File: src/rtl/doorbell_pkg.sv
package doorbell_pkg;
  localparam int unsigned ADDR_W = 8;
  localparam int unsigned WORD_W = 32;
  localparam int unsigned ID_W   = 16;

  localparam logic [ADDR_W-1:0] OFF_SEND   = 8'h0C;
  localparam logic [ADDR_W-1:0] OFF_RECV   = 8'h10;
  localparam logic [ADDR_W-1:0] OFF_UNMASK = 8'h14;
  localparam logic [ADDR_W-1:0] OFF_MASK   = 8'h18;
  localparam logic [ADDR_W-1:0] OFF_CLEAR  = 8'h1C;
  localparam logic [ADDR_W-1:0] OFF_WIPE   = 8'h38;

  // actions the control hands to the datapath for the current cycle
  typedef struct packed {
    logic doSend;
    logic doClear;
    logic doUnmask;
    logic doMask;
    logic doWipe;
    logic doRdRecv;
    logic doRdOther;
  } dbStrobe_t;
endpackage

File: src/rtl/doorbell_ctrl.sv
module doorbell_ctrl
  import doorbell_pkg::*;
#(
  parameter int unsigned CLIENTS = 17,
  parameter int unsigned SIGNALS = 4,
  localparam int unsigned PAIRS  = CLIENTS * SIGNALS,
  localparam int unsigned IDX_W  = $clog2(PAIRS)
) (
  input  logic              clk,
  input  logic              rstN,
  input  logic              wrEn,
  input  logic              rdEn,
  input  logic [ADDR_W-1:0] addr,
  input  logic [WORD_W-1:0] wrData,
  output dbStrobe_t         strb,
  output logic [IDX_W-1:0]  pairIdx,
  output logic              sendValid,
  output logic [WORD_W-1:0] sendWord
);
  logic [ID_W-1:0] clientId;
  logic [ID_W-1:0] signalId;
  logic            idOk;
  logic [31:0]     idxFull;

  // identifier unpack and range check
  always_comb begin
    clientId = wrData[WORD_W-1:ID_W];
    signalId = wrData[ID_W-1:0];
    idOk     = (32'(clientId) < CLIENTS) && (32'(signalId) < SIGNALS);
    idxFull  = 32'(clientId) * SIGNALS + 32'(signalId);
    pairIdx  = idxFull[IDX_W-1:0];
  end

  // address decode into strobes
  always_comb begin
    strb = '0;
    if (wrEn) begin
      case (addr)
        OFF_SEND:   strb.doSend   = idOk;
        OFF_CLEAR:  strb.doClear  = idOk;
        OFF_UNMASK: strb.doUnmask = idOk;
        OFF_MASK:   strb.doMask   = idOk;
        OFF_WIPE:   strb.doWipe   = wrData[0];
        default:    ;
      endcase
    end
    if (rdEn) begin
      strb.doRdRecv  = (addr == OFF_RECV);
      strb.doRdOther = (addr != OFF_RECV);
    end
  end

  // outbound doorbell pulse
  always_ff @(posedge clk) begin
    if (!rstN) begin
      sendValid <= 1'b0;
      sendWord  <= '0;
    end else begin
      sendValid <= strb.doSend;
      if (strb.doSend) sendWord <= wrData;
    end
  end

  a_r11_one_write_action: assert property (@(posedge clk) disable iff (!rstN)
    $onehot0({strb.doSend, strb.doClear, strb.doUnmask, strb.doMask, strb.doWipe}));

  a_r2_send_origin: assert property (@(posedge clk) disable iff (!rstN)
    $rose(sendValid) |-> ($past(wrEn) && $past(addr) == OFF_SEND));

  a_r9_send_range: assert property (@(posedge clk) disable iff (!rstN)
    sendValid |-> ((32'(sendWord[WORD_W-1:ID_W]) < CLIENTS) &&
                   (32'(sendWord[ID_W-1:0]) < SIGNALS)));
endmodule

File: src/rtl/doorbell_dp.sv
module doorbell_dp
  import doorbell_pkg::*;
#(
  parameter int unsigned CLIENTS = 17,
  parameter int unsigned SIGNALS = 4,
  localparam int unsigned PAIRS  = CLIENTS * SIGNALS,
  localparam int unsigned IDX_W  = $clog2(PAIRS)
) (
  input  logic              clk,
  input  logic              rstN,
  input  dbStrobe_t         strb,
  input  logic [IDX_W-1:0]  pairIdx,
  input  logic [PAIRS-1:0]  sigIn,
  output logic [WORD_W-1:0] rdData,
  output logic              irqOut
);
  logic [PAIRS-1:0]  sigPrev;
  logic [PAIRS-1:0]  riseVec;
  logic [PAIRS-1:0]  pend;
  logic [PAIRS-1:0]  en;
  logic [PAIRS-1:0]  active;
  logic [PAIRS-1:0]  selMask;
  logic              hit;
  int unsigned       hitIdx;
  logic [WORD_W-1:0] recvWord;

  always_ff @(posedge clk) begin
    if (!rstN) sigPrev <= '0;
    else       sigPrev <= sigIn;
  end

  assign riseVec = sigIn & ~sigPrev;
  assign selMask = PAIRS'(1) << pairIdx;

  // one pending/enable cell per client/signal pair
  for (genvar p = 0; p < PAIRS; p++) begin : g_pair
    logic clrHit;
    assign clrHit = strb.doWipe || (strb.doClear && selMask[p]);

    always_ff @(posedge clk) begin
      if (!rstN) begin
        pend[p] <= 1'b0;
        en[p]   <= 1'b0;
      end else begin
        // an incoming edge outranks any clear in the same cycle
        pend[p] <= riseVec[p] || (pend[p] && !clrHit);
        if (strb.doWipe)                      en[p] <= 1'b0;
        else if (strb.doUnmask && selMask[p]) en[p] <= 1'b1;
        else if (strb.doMask && selMask[p])   en[p] <= 1'b0;
      end
    end
  end

  assign active = pend & en;
  assign irqOut = |active;

  // lowest index wins: lowest client, then lowest signal
  always_comb begin
    hit    = 1'b0;
    hitIdx = 0;
    for (int i = PAIRS - 1; i >= 0; i--) begin
      if (active[i]) begin
        hit    = 1'b1;
        hitIdx = i;
      end
    end
  end

  always_comb begin
    int unsigned cNum;
    int unsigned sNum;
    cNum = hitIdx / SIGNALS;
    sNum = hitIdx % SIGNALS;
    recvWord = hit ? {cNum[ID_W-1:0], sNum[ID_W-1:0]} : '1;
  end

  always_ff @(posedge clk) begin
    if (!rstN)               rdData <= '0;
    else if (strb.doRdRecv)  rdData <= recvWord;
    else if (strb.doRdOther) rdData <= '0;
  end

  a_r10_set_wins: assert property (@(posedge clk) disable iff (!rstN)
    (|riseVec) |=> ((pend & $past(riseVec)) == $past(riseVec)));

  a_r5_clear_drops: assert property (@(posedge clk) disable iff (!rstN)
    (strb.doClear && !riseVec[pairIdx]) |=> !pend[$past(pairIdx)]);

  a_r8_wipe_all: assert property (@(posedge clk) disable iff (!rstN)
    strb.doWipe |=> (en == '0));

  a_r4_sentinel: assert property (@(posedge clk) disable iff (!rstN)
    (strb.doRdRecv && !irqOut) |=> (rdData == '1));

  a_r4_read_keeps: assert property (@(posedge clk) disable iff (!rstN)
    (strb.doRdRecv && !strb.doClear && !strb.doWipe) |=> ((pend & $past(pend)) == $past(pend)));
endmodule

File: src/rtl/doorbell_router.sv
module doorbell_router
  import doorbell_pkg::*;
#(
  parameter int unsigned CLIENTS = 17,
  parameter int unsigned SIGNALS = 4,
  localparam int unsigned PAIRS  = CLIENTS * SIGNALS,
  localparam int unsigned IDX_W  = $clog2(PAIRS)
) (
  input  logic              clk,
  input  logic              rstN,
  input  logic              wrEn,
  input  logic              rdEn,
  input  logic [ADDR_W-1:0] addr,
  input  logic [WORD_W-1:0] wrData,
  output logic [WORD_W-1:0] rdData,
  input  logic [PAIRS-1:0]  sigIn,
  output logic              irqOut,
  output logic              sendValid,
  output logic [WORD_W-1:0] sendWord
);
  dbStrobe_t        strb;
  logic [IDX_W-1:0] pairIdx;

  doorbell_ctrl #(.CLIENTS(CLIENTS), .SIGNALS(SIGNALS)) u_ctrl (
    .clk(clk), .rstN(rstN), .wrEn(wrEn), .rdEn(rdEn), .addr(addr),
    .wrData(wrData), .strb(strb), .pairIdx(pairIdx),
    .sendValid(sendValid), .sendWord(sendWord)
  );

  doorbell_dp #(.CLIENTS(CLIENTS), .SIGNALS(SIGNALS)) u_dp (
    .clk(clk), .rstN(rstN), .strb(strb), .pairIdx(pairIdx),
    .sigIn(sigIn), .rdData(rdData), .irqOut(irqOut)
  );
endmodule

File: config.mk
export PLATFORM = sky130hd
export DESIGN_NAME = doorbell_router
export DESIGN_NICKNAME = d
export VERILOG_FILES = /design/src/rtl/doorbell_pkg.sv /design/src/rtl/doorbell_ctrl.sv /design/src/rtl/doorbell_dp.sv /design/src/rtl/doorbell_router.sv
export SDC_FILE = /design/constraint.sdc
export NUM_CORES = 1
export LEC_CHECK = 0
export ABC_CLOCK_PERIOD_IN_PS = 2830
export BUFFER_PORTS_ARGS = -buffer_cell sky130_fd_sc_hd__buf_4
export CAP_MARGIN = 30
export CORE_ASPECT_RATIO = 0.5
export CORE_MARGIN = 2
export CORE_UTILIZATION = 40
export CTS_CLUSTER_SIZE = 25
export DETAILED_ROUTE_END_ITERATION = 10
export GPL_ROUTABILITY_DRIVEN = 0
export PLACE_DENSITY = 0.7
export SKIP_LAST_GASP = 1
export SYNTH_ARGS = -nofsm -noshare
export SYNTH_HDL_FRONTEND = slang
export SYNTH_HIERARCHICAL = 1
export SYNTH_SLANG_ARGS = --single-unit
File: constraint.sdc
create_clock -name clk -period 2.83 [get_ports clk]
set_clock_uncertainty 0.05 [all_clocks]
set_input_delay 0.4245 -clock clk [delete_from_list [all_inputs] [get_ports clk]]
set_output_delay 0.4245 -clock clk [all_outputs]
set_load 0.01 [all_outputs]
* Yosys cells after proc, flatten, opt, wreduce, memory -nomap -nowiden
Cells that the tools add are included.
W data, S select, Z words.
** Operators by class
- Add/subtract/negate cells :: 1
- Order comparisons :: 2
- Equality and inequality tests :: 7
- Shift-type cells :: 1
- Muxes and demuxes :: 282
- Bitwise gates (word level) :: 4
- Reduce and logical (&&, ||, !) cells :: 548
** Operators with widths (count)
- $mux W7 :: 68
- $logic_and A1 B1 Y1 :: 273
- $mux W1 :: 209
- $reduce_bool A2 Y1 :: 69
- $and A68 B68 Y68 :: 2
- $logic_or A1 B1 Y1 :: 136
- $mux W32 :: 3
- $logic_not A1 Y1 :: 68
- $not A68 Y68 :: 1
- $reduce_or A68 Y1 :: 1
- $shl A1 B7 Y68 const A :: 1
- $eq A8 B5 Y1 const B :: 4
- $lt A16 B3 Y1 const B :: 1
- $lt A16 B5 Y1 const B :: 1
- $eq A8 B4 Y1 const B :: 1
- $eq A8 B6 Y1 const B :: 1
- $ne A8 B5 Y1 const B :: 1
- $add A7 B7 Y7 :: 1
- $mux W5 :: 1
- $mux W2 :: 1
- $reduce_or A2 Y1 :: 1
- $not A1 Y1 :: 1
** Word-level totals
- Register bits after elaboration :: 269
- Bits of input ports :: 112
- Output and inout port bits :: 66
- Word-level logic and storage cells :: 985

* Depth between registers and ports, before layout
- Depth after elaboration :: 71
- Depth in mapped cells :: 13
- Gate-level depth less buffers :: 12

* Hierarchy
The synthesis kept the hierarchy.
** Modules (own cells, without submodules)
- doorbell_dp :: instances 1, cells each 1060, area an instance 8633.3 um2, sequential area each 4244.1 um2
- doorbell_ctrl :: instances 1, cells each 133, area an instance 1458.9 um2, sequential area each 660.6 um2

* Worst setup path after synthesis
OpenSTA, ideal clock, no wires.
- Kind :: input port to flip-flop
- Start point :: input wrData[2]
- End point :: register u_dp.en[31]
- Setup time :: 70 ps
- Arrival :: 2568 ps
- Data required time :: 2710 ps
- Slack :: 142 ps
- Stages :: 13
- Buffers on the path :: 2
- Cell sequence :: ha_1 -> inv_1 -> fa_1 -> inv_1 -> a21o_1 -> a21oi_1 -> xnor2_1 -> clkbuf_1 -> nand2b_1 -> nor3b_1 -> clkbuf_1 -> nand2_1 -> a21oi_1
** On the way
- Elaborated cells between the ends (all ways) :: 11
- Those cells by class :: add/sub: 1; order compare: 1; shift: 1; mux: 4; reduce/logical: 4
** RTL lines
- start, declared :: RTL line doorbell_router.sv:14 : input logic [WORD_W-1:0] wrData,
- $add A7 B7 Y7 (*) :: RTL line doorbell_ctrl.sv:30 : idxFull = 32'(clientId) * SIGNALS + 32'(signalId);
- via pairIdx[6] :: RTL line doorbell_router.sv:22 : logic [IDX_W-1:0] pairIdx;
- $shl A1 B7 Y68 (*) :: RTL line doorbell_dp.sv:33 : assign selMask = PAIRS'(1) << pairIdx;
- $logic_and A1 B1 Y1, on equally long branches :: RTL line doorbell_dp.sv:48, doorbell_dp.sv:49
- $mux W1 / $reduce_bool A2 Y1 (equally long branches)
- end signal, assigned by index :: RTL line doorbell_dp.sv:47 : if (strb.doWipe) en[p] <= 1'b0;
- end signal, assigned by index :: RTL line doorbell_dp.sv:48 : else if (strb.doUnmask && selMask[p]) en[p] <= 1'b1;
- end signal, assigned by index :: RTL line doorbell_dp.sv:49 : else if (strb.doMask && selMask[p]) en[p] <= 1'b0;
- end, declared :: RTL line doorbell_dp.sv:20 : logic [PAIRS-1:0] en;
Mark *: on every way through the listed nets, which the timed path passes. The rest lies on a longest branch.
A chain may end at the register's enable or synchronous reset.

* Worst setup path after layout
- Start point :: register u_dp.en[32]
- End point :: output irqOut
** On the way
- Word-level cells in the longest chain between the ends :: 2
** Ends and longest elaborated chain
- start signal, assigned by index :: RTL line doorbell_dp.sv:43 : en[p] <= 1'b0;
- start signal, assigned by index :: RTL line doorbell_dp.sv:47
- start signal, assigned by index :: RTL line doorbell_dp.sv:48
- $and A68 B68 Y68 :: RTL line doorbell_dp.sv:54 : assign active = pend & en;
- $reduce_or A68 Y1 :: RTL line doorbell_dp.sv:55 : assign irqOut = |active;
- end, declared :: RTL line doorbell_router.sv:17 : output logic irqOut,
No other way between the ends.

==> flow_summary_export.csv <==
group,metric,value,unit
sta,worst_hold_margin,0.0368,ns
power_and_ir_drop,power_frac_clock,0.465,
clock_tree,clkSlewWorstSetupHoldPaths,0.07,ns
power_and_ir_drop,power_frac_comb,0.073,
finish,postLayoutCoreUtil,0.517,
logic_synthesis,most_common_cell_in_the_netlist,"sky130_fd_sc_hd__dfxtp_1",
sta,finalWorstPathRequiredPeriod,3.01,ns
run_status,status,"complete, but fails checks",
clock_tree,cts_hold_buffers,0,
clock_tree,cts-htree-levels,1,
route,drt_wl_total,30300,um
die,dieHeight,116,um
sta,max_clock_freq,0.333,GHz
finish,regArea,4910,um^2
die,pin_count,178,
logic_synthesis,synth.cells.most_frequent,"sky130_fd_sc_hd__dfxtp_1 (245), sky130_fd_sc_hd__nand2_1 (237), sky130_fd_sc_hd__o21ai_0 (133)",
worst_setup_path,crit_type,"reg2out",
die,initial_utilization,0.404,
finish,area_growth_syn_to_layout,27.9,%
run_status,failing_checks,"setup timing",
worst_setup_path,cp-end-kind,"primary output",
logic_synthesis,synth_ff_type,"sky130_fd_sc_hd__dfxtp_1",
logic_synthesis,netlist.top_cell.by_area,"sky130_fd_sc_hd__dfxtp_1",
worst_setup_path,setup.worst_path.start_class,"flop",
global_route,globalRouteOverflowTotal,0,
power_and_ir_drop,power.internal,0.00620,W
sta,timing.final.max_slew_violations,0,
run,maxCapViolations,0,
route,routedWlPerCell,17.5,um
clock_tree,cts_buffers,23,
clock_tree,tritoncts_clock_tree,"built",
sta,post_route_clock_period_utilization,1.06,
logic_synthesis,synth_area_leaders,"sky130_fd_sc_hd__dfxtp_1 (49%), sky130_fd_sc_hd__nand2_1 (8.8%), sky130_fd_sc_hd__o21ai_0 (6.6%)",
route,drt_pre_antenna_iters,6,
worst_setup_path,cp_max_fo,3,
clock_tree,clockRootBuffer,"sky130_fd_sc_hd__clkbuf_16",
finish,nets,1491,
route,via_per_inst,5.39,
die,placementRows,41,
finish,total_area_of_multi_input_combinational_cells,4570,um^2
sta,tns,-0.176,ns
global_route,antenna_found_initial,0,
placed_design,dp.final_hpwl,22200,um
sta,tightestPinTransition,0.983,ns
power_and_ir_drop,netSwitchingPower,0.00180,W
global_route,grt_start_max_net_pins,69,
global_route,grt_first_pass_wirelength,47700,um
clock_tree,cts_sinks,245,
clock_tree,clk_path_buf_depth,3,
route,post_detailed_route_drc_marker_count,0,
logic_synthesis,synth-seq-area-share,0.486,
finish,final.fill_count,2356,
logic_synthesis,netlist_area,10100,um^2
finish,diodes,0,
finish,layout-drive-gt1-share,0.231,
logic_synthesis,synth-async-reset-ratio,0,
route,final_ant_viol_nets,0,
logic_synthesis,netlist_instances,1193,
power_and_ir_drop,power.density,619,nW/um^2
placed_design,io_buffer_count,177,
worst_setup_path,critical_path_required,2.36,ns
power_and_ir_drop,switching_share,0.225,
logic_synthesis,yosys.cell_types.count,65,
global_route,number_of_global_route_vias_before_repair,8964,
sta,setup_viol_count_final,1,
route,detail_route.iter0.violations,862,
global_route,gr-usage-all-layers,0.224,
power_and_ir_drop,total_leakage_power,5.56,nW
die,die-area,26600,um^2
power_and_ir_drop,power.total,0.00800,W
logic_synthesis,total_nets_after_synthesis,1310,
sta,maxSlewHeadroom,0.344,
route,detailroute.via_count,9351,
clock_tree,worst_skew_pair.late_latency,0.54,ns
worst_setup_path,cp_data_arrival_time,2.53,ns
min_path,hold_path.class,"in2reg",
power_and_ir_drop,ir_worst_vdd,0.000345,V
die,fp.dieW,229,um
logic_synthesis,synth_top_area_share,0.486,
power_and_ir_drop,seq_power_share,0.463,
die,core_area,25000,um^2
logic_synthesis,synth_warnings,6,
logic_synthesis,avgSynthCellArea,8.46,um^2
logic_synthesis,synth-edff-count,0,
sta,finalWorstSetupSlack,-0.176,ns
sta,timing.final.hold_violations,0,
logic_synthesis,synth_seq_cells,245,
sta,grt_setup_unrepaired,"yes",
-- cell families after synthesis --
logic type      count (synthesis)  share of synthesized area
simple gates                  428                      0.205
fa+ha+maj                       5                    0.00694
xor+xnor                        4                    0.00347
buf+inv                       150                     0.0681
compound gates                354                      0.223
flops                         245                      0.486
mux                             7                    0.00694
-- registers in the layout (all words and copies together), names as in the netlist --
name / count
u_dp/pend: 68
u_ctrl/sendWord: 32
u_dp/sigPrev: 68
u_dp/rdData: 8
u_ctrl/sendValid: 1
u_dp/en: 68
-- power groups by stage --
stage                     clock network, W  registers [W]  logic, W
after CTS                          0.00377        0.00370  0.000577
after detailed placement                 0        0.00377  0.000573
after global placement                   0        0.00377  0.000556
final                              0.00371        0.00370  0.000581
after floorplan                          0        0.00373  0.000309
after global routing               0.00392        0.00371  0.000640
-- worst paths after layout --
| check | startpoint | to | slack, ns | cells after the start |
|---|---|---|---|---|
| setup reg to reg | u_dp/pend[57]$_SDFF_PN0_ | u_dp/rdData[0]$_SDFFE_PN0P_ | 0.07 | 7 |
| setup / recovery | u_dp/en[32]$_SDFFE_PP0P_ | irqOut | -0.18 | 6 |
| hold reg to reg | u_dp/sigPrev[27]$_SDFF_PN0_ | u_dp/pend[27]$_SDFF_PN0_ | 0.35 | 1 |
| hold / removal | sigIn[41] | u_dp/sigPrev[41]$_SDFF_PN0_ | 0.04 | 3 |
-- stage by stage --
stage	setup WS [ns]	cell area, um^2	instances
after floorplan	0.142	10100	1193
after global placement	-0.0333	11900	1687
after detailed placement	-0.0694	11900	1687
after CTS	-0.217	12900	1735
after global routing	-0.245	12900	1735
final	-0.176	12900	1735
-- worst max-delay path, cell delays in order, from the launching register on --
cell                       delay [ns]
sky130_fd_sc_hd__dfxtp_2         0.33
sky130_fd_sc_hd__a22o_4          0.28
sky130_fd_sc_hd__or4_4           0.54
sky130_fd_sc_hd__and4bb_4        0.35
sky130_fd_sc_hd__nand3_4         0.08
sky130_fd_sc_hd__nand4b_1        0.26
sky130_fd_sc_hd__buf_4           0.18
-- area by class of cell --
class,instances,share of cell area
sequential,245,0.380
clock buffer,28,0.0468
timing repair buffer,232,0.141
clock inverter,14,0.0235
tap,344,0.0333
multi-input combinational,798,0.354
inverter,74,0.0215
-- placed cells by master, fill, tap and decap left out, types with 18 or more instances in the layout --
cell	count
sky130_fd_sc_hd__a22oi_1	24
sky130_fd_sc_hd__a21oi_1	67
sky130_fd_sc_hd__nor2_1	49
sky130_fd_sc_hd__nand3_1	31
sky130_fd_sc_hd__and2_4	20
sky130_fd_sc_hd__o211ai_1	57
sky130_fd_sc_hd__inv_1	74
sky130_fd_sc_hd__buf_4	226
sky130_fd_sc_hd__dfxtp_1	241
sky130_fd_sc_hd__o21ai_0	133
sky130_fd_sc_hd__clkbuf_16	23
sky130_fd_sc_hd__nand2_1	237
sky130_fd_sc_hd__a22o_1	18
-- per-layer routing --
metal,vias to the layer above,wire length (um),global-route usage
li1,4496,-,-
met1,4416,13100,0.291
met2,381,13800,0.374
met3,58,2600,0.0540
met4,0,774,0.0688
met5,-,0,0
-- repair_timing --
action,CTS,global route
gates resized for setup,6,8
setup endpoints to repair,1,2
setup buffers,6,0
pin swaps,4,3
Note: power is estimated with default switching activity, not from simulation.
